### src/rtl/sfl_pkg.sv
package sfl_pkg;

  localparam int SEL_W = 4;
  localparam logic [SEL_W-1:0] SEL_CH1  = 4'b0001;
  localparam logic [SEL_W-1:0] SEL_CH2  = 4'b0010;
  localparam logic [SEL_W-1:0] SEL_BOTH = 4'b0011;

  // strobes from the control to the datapath
  typedef struct packed {
    logic txLoad;   // load a new frame into the transmit shifter
    logic txShift;  // advance the transmit shifter by one bit
    logic rxShift;  // take one receive bit
    logic rxLast;   // the bit taken now completes a frame
  } sflStrobe_t;

endpackage

### src/rtl/sfl_ctrl.sv
module sfl_ctrl
  import sfl_pkg::*;
#(
  parameter int FRAME_W = 40
) (
  input  logic       clk,
  input  logic       rstN,
  input  logic       inValid,
  input  logic       bitEn,
  input  logic       serInValid,
  output logic       inReady,
  output logic       serValid,
  output sflStrobe_t stb
);

  localparam int CNT_W = $clog2(FRAME_W);
  localparam logic [CNT_W-1:0] LAST_IDX = CNT_W'(FRAME_W - 1);

  logic             txBusy;
  logic [CNT_W-1:0] txCnt;
  logic [CNT_W-1:0] rxCnt;

  always_comb begin
    stb.txLoad  = inValid && !txBusy;
    stb.txShift = txBusy && bitEn;
    stb.rxShift = serInValid;
    stb.rxLast  = serInValid && (rxCnt == LAST_IDX);
    inReady     = !txBusy;
    serValid    = stb.txShift;
  end

  always_ff @(posedge clk or negedge rstN) begin
    if (!rstN) begin
      txBusy <= 1'b0;
      txCnt  <= '0;
    end else if (stb.txLoad) begin
      txBusy <= 1'b1;
      txCnt  <= '0;
    end else if (stb.txShift) begin
      if (txCnt == LAST_IDX) begin
        txBusy <= 1'b0;
        txCnt  <= '0;
      end else begin
        txCnt <= txCnt + 1'b1;
      end
    end
  end

  always_ff @(posedge clk or negedge rstN) begin
    if (!rstN) begin
      rxCnt <= '0;
    end else if (stb.rxShift) begin
      rxCnt <= (rxCnt == LAST_IDX) ? '0 : rxCnt + 1'b1;
    end
  end

  AST_READY_DROPS: assert property (@(posedge clk) disable iff (!rstN)
    (inValid && inReady) |=> !inReady) else $error("ready stayed high after accept");

  AST_READY_AFTER_LAST: assert property (@(posedge clk) disable iff (!rstN)
    $rose(inReady) |-> $past(serValid)) else $error("ready rose without a final strobe");

  AST_RX_CNT_RANGE: assert property (@(posedge clk) disable iff (!rstN)
    (32'(rxCnt) < FRAME_W) && (32'(txCnt) < FRAME_W)) else $error("bit counter out of range");

endmodule

### src/rtl/sfl_datapath.sv
module sfl_datapath
  import sfl_pkg::*;
#(
  parameter int CH_W  = 16,
  parameter int HDR_W = 4,
  parameter logic [HDR_W-1:0] HDR1 = HDR_W'(1),
  parameter logic [HDR_W-1:0] HDR2 = HDR_W'(2)
) (
  input  logic             clk,
  input  logic             rstN,
  input  sflStrobe_t       stb,
  input  logic [CH_W-1:0]  inLeft,
  input  logic [CH_W-1:0]  inRight,
  output logic             serOut,
  input  logic             serIn,
  input  logic [SEL_W-1:0] selCode,
  output logic             outValid,
  output logic             frameError,
  output logic [CH_W-1:0]  outCh1,
  output logic [CH_W-1:0]  outCh2
);

  localparam int SLOT_W  = CH_W + HDR_W;
  localparam int FRAME_W = 2 * SLOT_W;

  logic [FRAME_W-1:0] txShreg;
  logic [FRAME_W-1:0] rxShreg;
  logic [FRAME_W-1:0] rxFull;
  logic [HDR_W-1:0]   rxHdr1, rxHdr2;
  logic [CH_W-1:0]    rxCh1, rxCh2;
  logic               hdrOk, passCh1, passCh2;

  // transmit shifter, MSB leaves first
  always_ff @(posedge clk or negedge rstN) begin
    if (!rstN) begin
      txShreg <= '0;
    end else if (stb.txLoad) begin
      txShreg <= {HDR1, inLeft, HDR2, inRight};
    end else if (stb.txShift) begin
      txShreg <= {txShreg[FRAME_W-2:0], 1'b0};
    end
  end

  assign serOut = txShreg[FRAME_W-1];

  // receive shifter
  always_ff @(posedge clk or negedge rstN) begin
    if (!rstN) begin
      rxShreg <= '0;
    end else if (stb.rxShift) begin
      rxShreg <= rxFull;
    end
  end

  always_comb begin
    rxFull  = {rxShreg[FRAME_W-2:0], serIn};
    rxHdr1  = rxFull[FRAME_W-1 -: HDR_W];
    rxCh1   = rxFull[FRAME_W-HDR_W-1 -: CH_W];
    rxHdr2  = rxFull[SLOT_W-1 -: HDR_W];
    rxCh2   = rxFull[CH_W-1:0];
    hdrOk   = (rxHdr1 == HDR1) && (rxHdr2 == HDR2);
    passCh1 = (selCode == SEL_CH1) || (selCode == SEL_BOTH);
    passCh2 = (selCode == SEL_CH2) || (selCode == SEL_BOTH);
  end

  always_ff @(posedge clk or negedge rstN) begin
    if (!rstN) begin
      outValid   <= 1'b0;
      frameError <= 1'b0;
      outCh1     <= '0;
      outCh2     <= '0;
    end else begin
      outValid   <= stb.rxLast && hdrOk;
      frameError <= stb.rxLast && !hdrOk;
      if (stb.rxLast && hdrOk) begin
        outCh1 <= passCh1 ? rxCh1 : '0;
        outCh2 <= passCh2 ? rxCh2 : '0;
      end
    end
  end

  AST_ONE_RESULT: assert property (@(posedge clk) disable iff (!rstN)
    !(outValid && frameError)) else $error("valid and error together");

  AST_ERR_HOLDS_OUT: assert property (@(posedge clk) disable iff (!rstN)
    frameError |-> ($stable(outCh1) && $stable(outCh2))) else $error("outputs moved on error");

  AST_SEL1_MUTES_CH2: assert property (@(posedge clk) disable iff (!rstN)
    (outValid && $past(selCode) == SEL_CH1) |-> (outCh2 == '0)) else $error("ch2 not muted");

  AST_SEL2_MUTES_CH1: assert property (@(posedge clk) disable iff (!rstN)
    (outValid && $past(selCode) == SEL_CH2) |-> (outCh1 == '0)) else $error("ch1 not muted");

  AST_BAD_SEL_MUTES: assert property (@(posedge clk) disable iff (!rstN)
    (outValid && $past(selCode) != SEL_CH1 && $past(selCode) != SEL_CH2 &&
     $past(selCode) != SEL_BOTH) |-> (outCh1 == '0 && outCh2 == '0)) else $error("not muted");

endmodule

### src/rtl/stereo_frame_link.sv
module stereo_frame_link
  import sfl_pkg::*;
#(
  parameter int CH_W  = 16,
  parameter int HDR_W = 4,
  parameter logic [HDR_W-1:0] HDR1 = HDR_W'(1),
  parameter logic [HDR_W-1:0] HDR2 = HDR_W'(2)
) (
  input  logic             clk,
  input  logic             rstN,
  input  logic             inValid,
  output logic             inReady,
  input  logic [CH_W-1:0]  inLeft,
  input  logic [CH_W-1:0]  inRight,
  input  logic             bitEn,
  output logic             serOut,
  output logic             serValid,
  input  logic             serIn,
  input  logic             serInValid,
  input  logic [SEL_W-1:0] selCode,
  output logic             outValid,
  output logic [CH_W-1:0]  outCh1,
  output logic [CH_W-1:0]  outCh2,
  output logic             frameError
);

  localparam int FRAME_W = 2 * (CH_W + HDR_W);

  sflStrobe_t stb;

  sfl_ctrl #(.FRAME_W(FRAME_W)) ctrl_i (
    .clk        (clk),
    .rstN       (rstN),
    .inValid    (inValid),
    .bitEn      (bitEn),
    .serInValid (serInValid),
    .inReady    (inReady),
    .serValid   (serValid),
    .stb        (stb)
  );

  sfl_datapath #(.CH_W(CH_W), .HDR_W(HDR_W), .HDR1(HDR1), .HDR2(HDR2)) path_i (
    .clk        (clk),
    .rstN       (rstN),
    .stb        (stb),
    .inLeft     (inLeft),
    .inRight    (inRight),
    .serOut     (serOut),
    .serIn      (serIn),
    .selCode    (selCode),
    .outValid   (outValid),
    .frameError (frameError),
    .outCh1     (outCh1),
    .outCh2     (outCh2)
  );

  AST_FIRST_BIT_TAG: assert property (@(posedge clk) disable iff (!rstN)
    (inValid && inReady) |=> (serOut == HDR1[HDR_W-1])) else $error("first bit not tag MSB");

  AST_HOLD_NO_STROBE: assert property (@(posedge clk) disable iff (!rstN)
    (!bitEn && !(inValid && inReady)) |=> $stable(serOut)) else $error("bit moved without strobe");

endmodule

### config.mk
export PLATFORM = sky130hd
export DESIGN_NAME = stereo_frame_link
export DESIGN_NICKNAME = d
export VERILOG_FILES = /design/src/rtl/sfl_pkg.sv /design/src/rtl/sfl_ctrl.sv /design/src/rtl/sfl_datapath.sv /design/src/rtl/stereo_frame_link.sv
export SDC_FILE = /design/constraint.sdc
export NUM_CORES = 1
export LEC_CHECK = 0
export ABC_AREA = 1
export BUFFER_PORTS_ARGS = -buffer_cell sky130_fd_sc_hd__buf_4
export CORE_UTILIZATION = 38
export DETAILED_ROUTE_END_ITERATION = 7
export PLACE_DENSITY = 0.69
export SYNTH_ARGS = -nofsm -noshare
export SYNTH_HDL_FRONTEND = slang
export SYNTH_SLANG_ARGS = --single-unit
export TNS_END_PERCENT = 10
### constraint.sdc
create_clock -name clk -period 2.5 [get_ports clk]
set_input_delay 0.5 -clock clk [delete_from_list [all_inputs] [get_ports clk]]
set_output_delay 0.5 -clock clk [all_outputs]
set_load 0.05 [all_outputs]
Word level (Yosys, flattened, before mapping)
Index checks and enable logic that the tools add are counted.
- output and inout port bits: 37
- word-level logic and storage cells: 42
- register bits after elaboration: 126
- reductions and logical operators: 13
- eq/ne operators: 7
- add/sub/neg operators: 2
- multiplexer cells: 11
- operator list (operator ; number):
    two-way mux 40 bit ; 2
    two-way mux 16 bit ; 2
    two-way mux 6 bit ; 4
    adder 6 x 1 -> 6 bit, second input constant ; 2
    equality test 4 x 2 -> 1 bit, second input constant ; 3
    equality test 6 bit, second input constant ; 2
    equality test 4 x 1 -> 1 bit, second input constant ; 2
    logical AND 1 bit ; 6
    nonzero test 2 bit ; 2
    two-way mux 1 bit ; 3
    logical NOT 1 bit ; 2
    logical OR 1 bit ; 2
    AND reduction 2 bit ; 1

Longest topological paths before layout
Gate-level depths: netlist of run 1.
- depth after elaboration: 4
- depth in mapped cells: 7
- gate-level depth less buffers: 7

Cells and area by module
Synthesis of run 1 repeated with hierarchy kept, for this count alone.
- cells, all modules: 618
- area, all modules: 5517.8 sq um
- modules (own cells, without submodules) (module ; times used ; area an instance (sq um) ; sequential area each (sq um) ; cells an instance):
    sfl_datapath ; 1 ; 4804.6 ; 2827.7 ; 526
    sfl_ctrl ; 1 ; 713.2 ; 325.3 ; 92

Worst setup path before layout of run 1
OpenSTA, ideal clock, no wires.
- path kind: input-to-output
- start: input port bitEn
- end: output port serValid
- slack: 1.023 ns
- arrival time: 0.977 ns
- cell stages on the path: 2
- path through: nand2_2 > inv_1
- longest elaborated chain between the ends: 1
- ends and longest elaborated chain (item ; line ; source):
    start, declared ; stereo_frame_link.sv:15 ; input logic bitEn,
    logical AND 1 bit ; sfl_ctrl.sv:25 ; stb.txShift = txBusy && bitEn;
    end, declared ; stereo_frame_link.sv:17 ; output logic serValid,
Every way passes these cells.

Final worst setup path of run 1
- start: register ctrl_i.txBusy
- end: output port serValid
- longest elaborated chain between the ends: 1
- ends and longest elaborated chain (item ; line ; source):
    start, declared ; sfl_ctrl.sv:19 ; logic txBusy;
    start signal, assigned ; sfl_ctrl.sv:34 ; txBusy <= 1'b0;
    start signal, assigned ; sfl_ctrl.sv:37 ; txBusy <= 1'b1;
    start signal, assigned ; sfl_ctrl.sv:41 ; txBusy <= 1'b0;
    logical AND 1 bit ; sfl_ctrl.sv:25 ;
Every way passes these cells.

==> results of run 1 <==
-- logic make-up after synthesis --
kind of cell / Yosys count
xor+xnor: 4
buf+inv: 116
mux: 2
simple gates: 259
fa+ha+maj: 2
compound gates: 84
flops: 126
-- worst paths after layout --
check	from	cells past startpoint	end	slack, ps
min	rstN	1	ctrl_i.rxCnt[2]$_DFFE_PN0P_	110
min in group clk	inRight[13]	3	path_i.txShreg[13]$_DFFE_PN0P_	300
max	ctrl_i.txBusy$_DFFE_PN0P_	3	serValid	400
max in group asynchronous	rstN	2	path_i.outCh1[12]$_DFFE_PN0P_	1730
max reg2reg	ctrl_i.rxCnt[0]$_DFFE_PN0P_	6	path_i.outCh1[1]$_DFFE_PN0P_	890
min reg2reg	path_i.outCh1[8]$_DFFE_PN0P_	2	path_i.outCh1[8]$_DFFE_PN0P_	470
-- critical path: stages (launching register included) --
cell and delay [ps]:
dfrtp_1 410, nand2_2 230, inv_1 290, buf_4 260
-- metrics by stage --
stage	worst slack [ps]	area, µm²	power (W)	cells
floorplan	1020	5400	0.00372	593
global placement	671	6090	0.00399	826
detailed placement	647	6090	0.00408	826
CTS	389	6590	0.00623	854
global route	313	6590	0.00654	854
finish	396	6590	0.00615	854
-- sequential cells by signal, indices dropped and copies added (netlist names) --
signal / cells
ctrl_i.rxCnt: 6
ctrl_i.txBusy: 1
ctrl_i.txCnt: 6
path_i.frameError: 1
path_i.outCh1: 16
path_i.outCh2: 16
path_i.outValid: 1
path_i.rxShreg: 39
path_i.txShreg: 40
-- metal layers --
metal | routed length (µm) | track usage [%] | vias to the layer above
li1 | - | - | 2032
met1 | 4950 | 20.1 | 1935
met2 | 5250 | 27.1 | 99
met3 | 567 | 5.36 | 11
met4 | 123 | 6.10 | 0
met5 | 0 | 0 | -
-- power by group --
group	total [W]	switching, W	internal [W]
combinational	0.00131	0.000829	0.000481
sequential	0.00274	0.000232	0.00251
clock	0.00211	0.000789	0.00132
total	0.00615	0.00185	0.00431
-- layout by cell type (no fill, tap or decap), drive strengths merged --
cell type    n
nand2      158
dfrtp      126
inv         85
buf         84
nor2        54
o21ai       42
nand3       39
o221ai      28
clkbuf      26
a21oi        6
o22ai        5
nand4        5
xor2         4
nor3         2
mux2         2
o211ai       2
ha           2
clkinv       2
a22o         1
nor3b        1
-- layout make-up --
type,instances,share of cell area (%)
Sequential cell,126,47.8
Multi-Input combinational cell,351,26.4
Timing Repair Buffer,84,9.95
Clock buffer,26,7.42
Inverter,85,4.84
Tap cell,180,3.42
Clock inverter,2,0.152
==> run_results.csv, run 1 <==
group,metric,value,unit
run_status,status,"complete, no violations",
sta,max_clock_freq,475,MHz
synthesis,syn_nets,637,
synthesis,synth.most_common_cell,"nand2_1",
sta,relSlewSlack,57.4,%
synthesis,seq_area_frac_synth,58.3,%
global_routing,grt_max_degree,49,
floorplanning,dieArea,14700,µm²
synthesis,netlist_top_cells_area,"dfrtp_1, nand2_1, inv_1, o221ai_1, nand3_1",
detailed_routing,drc_errors,0,
setup_path,cp.arrival,1600,ps
global_routing,grt_pass1_wl,19000,µm
synthesis,synth-edff-count,0,
floorplanning,rows,43,
floorplanning,ios,79,
sta,worst_hold_slack,114,ps
synthesis,yosys.area_share.simple,20.7,%
clocking,post_cts_resize_count,0,
floorplanning,chipHeight,121,µm
flow_run,maxCapViolations,0,
synthesis,synth_top_family_by_area,"simple AND/OR/NAND/NOR gates",
sta,hold_viol_final,0,
layout,multi_input_area,1740,µm²
clocking,post-cts-setup-buffers,0,
detailed_routing,viasPerCell,4.77,
sta,rsz0062_at_grt,"no",
placed_design,place_congestion,0.744,
detailed_routing,wl,10900,µm
synthesis,ys_seq_elements,126,
setup_path,worstPathMaxFanout,15,
synthesis,synthXorXnorAreaFrac,0.648,%
synthesis,synth_top_cell_by_area,"dfrtp_1",
synthesis,yosys.area_share.adder,0.463,%
detailed_routing,drt_iter0_drc,193,
floorplanning,start_util,38.9,%
clocking,cts_hold_buf,0,
detailed_routing,antenna_left,0,
clocking,clk_latency,410,ps
floorplanning,die_x,121,µm
sta,finalSetupViolCount,0,
detailed_routing,wl_per_cell,12.8,µm
global_routing,antenna_found_initial,0,
power,cellPowerDensity,934,nW/µm²
detailed_routing,vias,4077,
synthesis,muxShareOfSynthArea,0.417,%
min_path,hp-class,"primary input to asynchronous set/reset pin",
power,p_leak,3.33,nW
sta,final-max-slew-violation-count,0,
synthesis,synth_top_area_share,58.3,%
setup_path,crit_path_end_kind,"output pin",
detailed_routing,first_pass_iters,4,
setup_path,critPathLaunchType,"flip-flop",
layout,drive_above_1_share,18.2,%
clocking,cts_num_sinks,126,
synthesis,syn-instance-count,593,
placed_design,dpl.hpwl,7180,µm
clocking,cts_tree,"yes",
power,ir_drop,590,µV
clocking,root_buffer,"clkbuf_16",
global_routing,track_usage,16.5,%
synthesis,yosys-top-cells-count,"nand2_1, dfrtp_1, inv_1",
global_routing,grt_pass1_vias,4275,
sta,clock_skew,6.41,ps
layout,num_antenna_cells,0,
sta,fin_crit_sh,84.2,%
sta,fin_crit,2100,ps
placed_design,io_buffers,78,
synthesis,synth.distinct_cells,30,
floorplanning,core_area,13900,µm²
synthesis,synth_compound_area_share,10.0,%
clocking,cts.path.max_buffers,2,
synthesis,yosys_warnings,0,
setup_path,critical_path_class,"flip-flop to output pin",
clocking,h-tree-depth,4,
layout,final_nets,709,
sta,worstMarginPinSlew,639,ps
setup_path,cp.required,2000,ps
clocking,clkTransAtPathRegs,50,ps
layout,seq_area,3150,µm²
synthesis,syn_area_per_cell,9.11,µm²
clocking,cts_buffers,17,
layout,utilization,47.5,%
synthesis,syn-cell-area,5400,µm²
layout,area_growth,22.0,%
synthesis,yosys_most_used_dff,"dfrtp_1",
global_routing,grt-ovfl-total,0,
layout,n_fill_cell,1298,
synthesis,synthArstFlopShare,100,%
sta,fin_tns_setup,0,ps
No activity file was read; power rests on OpenSTA's default activity.
==> run 2, diff against run 1 <==
clock period = 2 ns   (was 2.5 ns; I/O delays follow)
==> run 2 against run 1 <==
Against the previous run:
- wire length increased by 1.2%
- sequential share of layout area decreased by 1.4 points
- highest routed layer unchanged
- combinational power grew 27%
- first-iteration DRC count fell by 5.7%
- die area did not move
==> run_results.csv, run 2 (synthesis results as in run 1) <==
group,metric,value,unit
setup_path,r2r_slack,390,ps
setup_path,critical_path_class,"flip-flop to output pin",
flow_run,maxCapViolations,0,
clocking,clk_latency,420,ps
detailed_routing,first_pass_iters,5,
floorplanning,chipHeight,121,µm
sta,clock_skew,9.02,ps
sta,fin_tns_setup,0,ps
detailed_routing,antenna_left,0,
setup_path,reg2reg_depth,6,
setup_path,timing.rr.start,"ctrl_i.rxCnt[0]$_DFFE_PN0P_",
global_routing,antenna_found_initial,0,
layout,utilization,48.9,%
placed_design,dp.cells,832,
setup_path,critPathLaunchType,"flip-flop",
min_path,hp-class,"primary input to flip-flop",
sta,finalSetupViolCount,0,
sta,max_clock_freq,530,MHz
layout,largest_reg_flops,40,
detailed_routing,drt_iter0_drc,182,
power,cellPowerDensity,1220,nW/µm²
global_routing,grt_max_degree,46,
layout,n_fill_cell,1264,
setup_path,startpoint,"ctrl_i.txBusy$_DFFE_PN0P_",
layout,num_antenna_cells,0,
layout,regMostFlops,"path_i.txShreg",
detailed_routing,wl,11000,µm
clocking,post-cts-setup-buffers,0,
floorplanning,rows,43,
global_routing,grt_pass1_vias,4173,
placed_design,place_congestion,0.758,
layout,final_common_cell,"nand2_1",
setup_path,cp.required,1600,ps
layout,final_nets,716,
layout,reg_top3,"path_i.txShreg x40, path_i.rxShreg x39",
global_routing,track_usage,16.4,%
setup_path,worstPathMaxFanout,7,
layout,finalNonFillerCells,865,
setup_path,worstReg2RegEnd,"path_i.outCh2[6]$_DFFE_PN0P_",
clocking,cts_buffers,17,
sta,fin_crit_sh,94.4,%
power,p_leak,3.43,nW
clocking,root_buffer,"clkbuf_16",
clocking,post_cts_resize_count,0,
floorplanning,dieArea,14700,µm²
setup_path,cp.arrival,1490,ps
run_status,status,"complete, no violations",
clocking,cts_num_sinks,126,
detailed_routing,vias,4168,
floorplanning,core_area,13900,µm²
floorplanning,die_x,121,µm
sta,rsz0062_at_grt,"no",
sta,worstMarginPinSlew,613,ps
sta,hold_viol_final,0,
sta,final-max-slew-violation-count,0,
clocking,cts_tree,"yes",
power,ir_drop,721,µV
clocking,cts.path.max_buffers,2,
placed_design,io_buffers,78,
detailed_routing,viasPerCell,4.82,
setup_path,crit_path_end_kind,"output pin",
sta,fin_crit,1890,ps
floorplanning,ios,79,
detailed_routing,wl_per_cell,12.7,µm
layout,area_growth,25.6,%
min_path,hold-path-cell-count,3,
clocking,clkTransAtPathRegs,50,ps
global_routing,grt-ovfl-total,0,
min_path,holdPathEnd,"path_i.txShreg[10]$_DFFE_PN0P_",
detailed_routing,drc_errors,0,
layout,final_cell_mix,"nand2_1, dfrtp_1, buf_4, inv_1, nor2_1",
layout,drive_above_1_share,20.1,%
sta,relSlewSlack,59.0,%
min_path,min-delay-start,"inRight[10]",
floorplanning,start_util,38.9,%
clocking,h-tree-depth,4,
clocking,cts_hold_buf,1,
placed_design,dpl.hpwl,7430,µm
global_routing,grt_pass1_wl,18900,µm
## run 2: cell types whose count changed in the layout (fill, tap and decap cells not counted), sizes merged, moves of 2 or more
cell,previous run,this run
buf,84,90
bufinv,0,3
clkbuf,26,23
clkinv,2,4
## run 2: layer usage
| layer | part of all wire [%] | GRT usage [%] | vias to the layer above | wire length, µm |
|---|---|---|---|---|
| met1 | 45 | 20.1 | 2013 | 4970 |
| li1 | - | - | 2049 | - |
| met5 | 0 | 0 | - | 0 |
| met2 | 50 | 27.2 | 95 | 5460 |
| met4 | 1.0 | 6.33 | 0 | 113 |
| met3 | 4.3 | 4.70 | 11 | 479 |
## run 2: worst max path at each step
stage / end / slack [ps] / cells after the start
3_5_place_dp: path_i.outCh2[6]$_DFFE_PN0P_ / 340 / 6
2_1_floorplan: ctrl_i.txCnt[5]$_DFFE_PN0P_ / 660 / 5
6_report: serValid / 110 / 3
3_3_place_gp: path_i.outCh2[3]$_DFFE_PN0P_ / 420 / 6
4_1_cts: serValid / 90 / 3
5_1_grt: serValid / 40 / 3
## run 2: where the power goes
part           switching (W)  internal (W)  leakage, nW
Combinational        0.00105      0.000615         1.47
Clock                0.00110       0.00212        0.310
Sequential          0.000288       0.00313         1.65
## run 2: critical path, cell delays in order (launching register included)
cell	delay, ps
dfrtp_1	420
nand2_2	160
inv_1	240
buf_4	250
## run 2: cell type report
type / instances / area, µm² / share of cell area (%)
multi-input combinational: 351 / 1740 / 25.6
sequential: 126 / 3150 / 46.5
clock inverter: 9 / 130 / 1.92
timing repair buffer: 91 / 723 / 10.7
tap: 180 / 225 / 3.32
inverter: 85 / 319 / 4.70
clock buffer: 23 / 498 / 7.34
## run 2: stage by stage
step           power, W  area (µm²)  setup WS [ps]  hold slack (ps)
2_1_floorplan   0.00465        5400            659              104
3_3_place_gp    0.00501        6150            421              362
3_5_place_dp    0.00513        6150            341              372
4_1_cts         0.00838        6790           85.6              181
5_1_grt         0.00878        6790           40.1              199
6_report        0.00831        6790            112              190
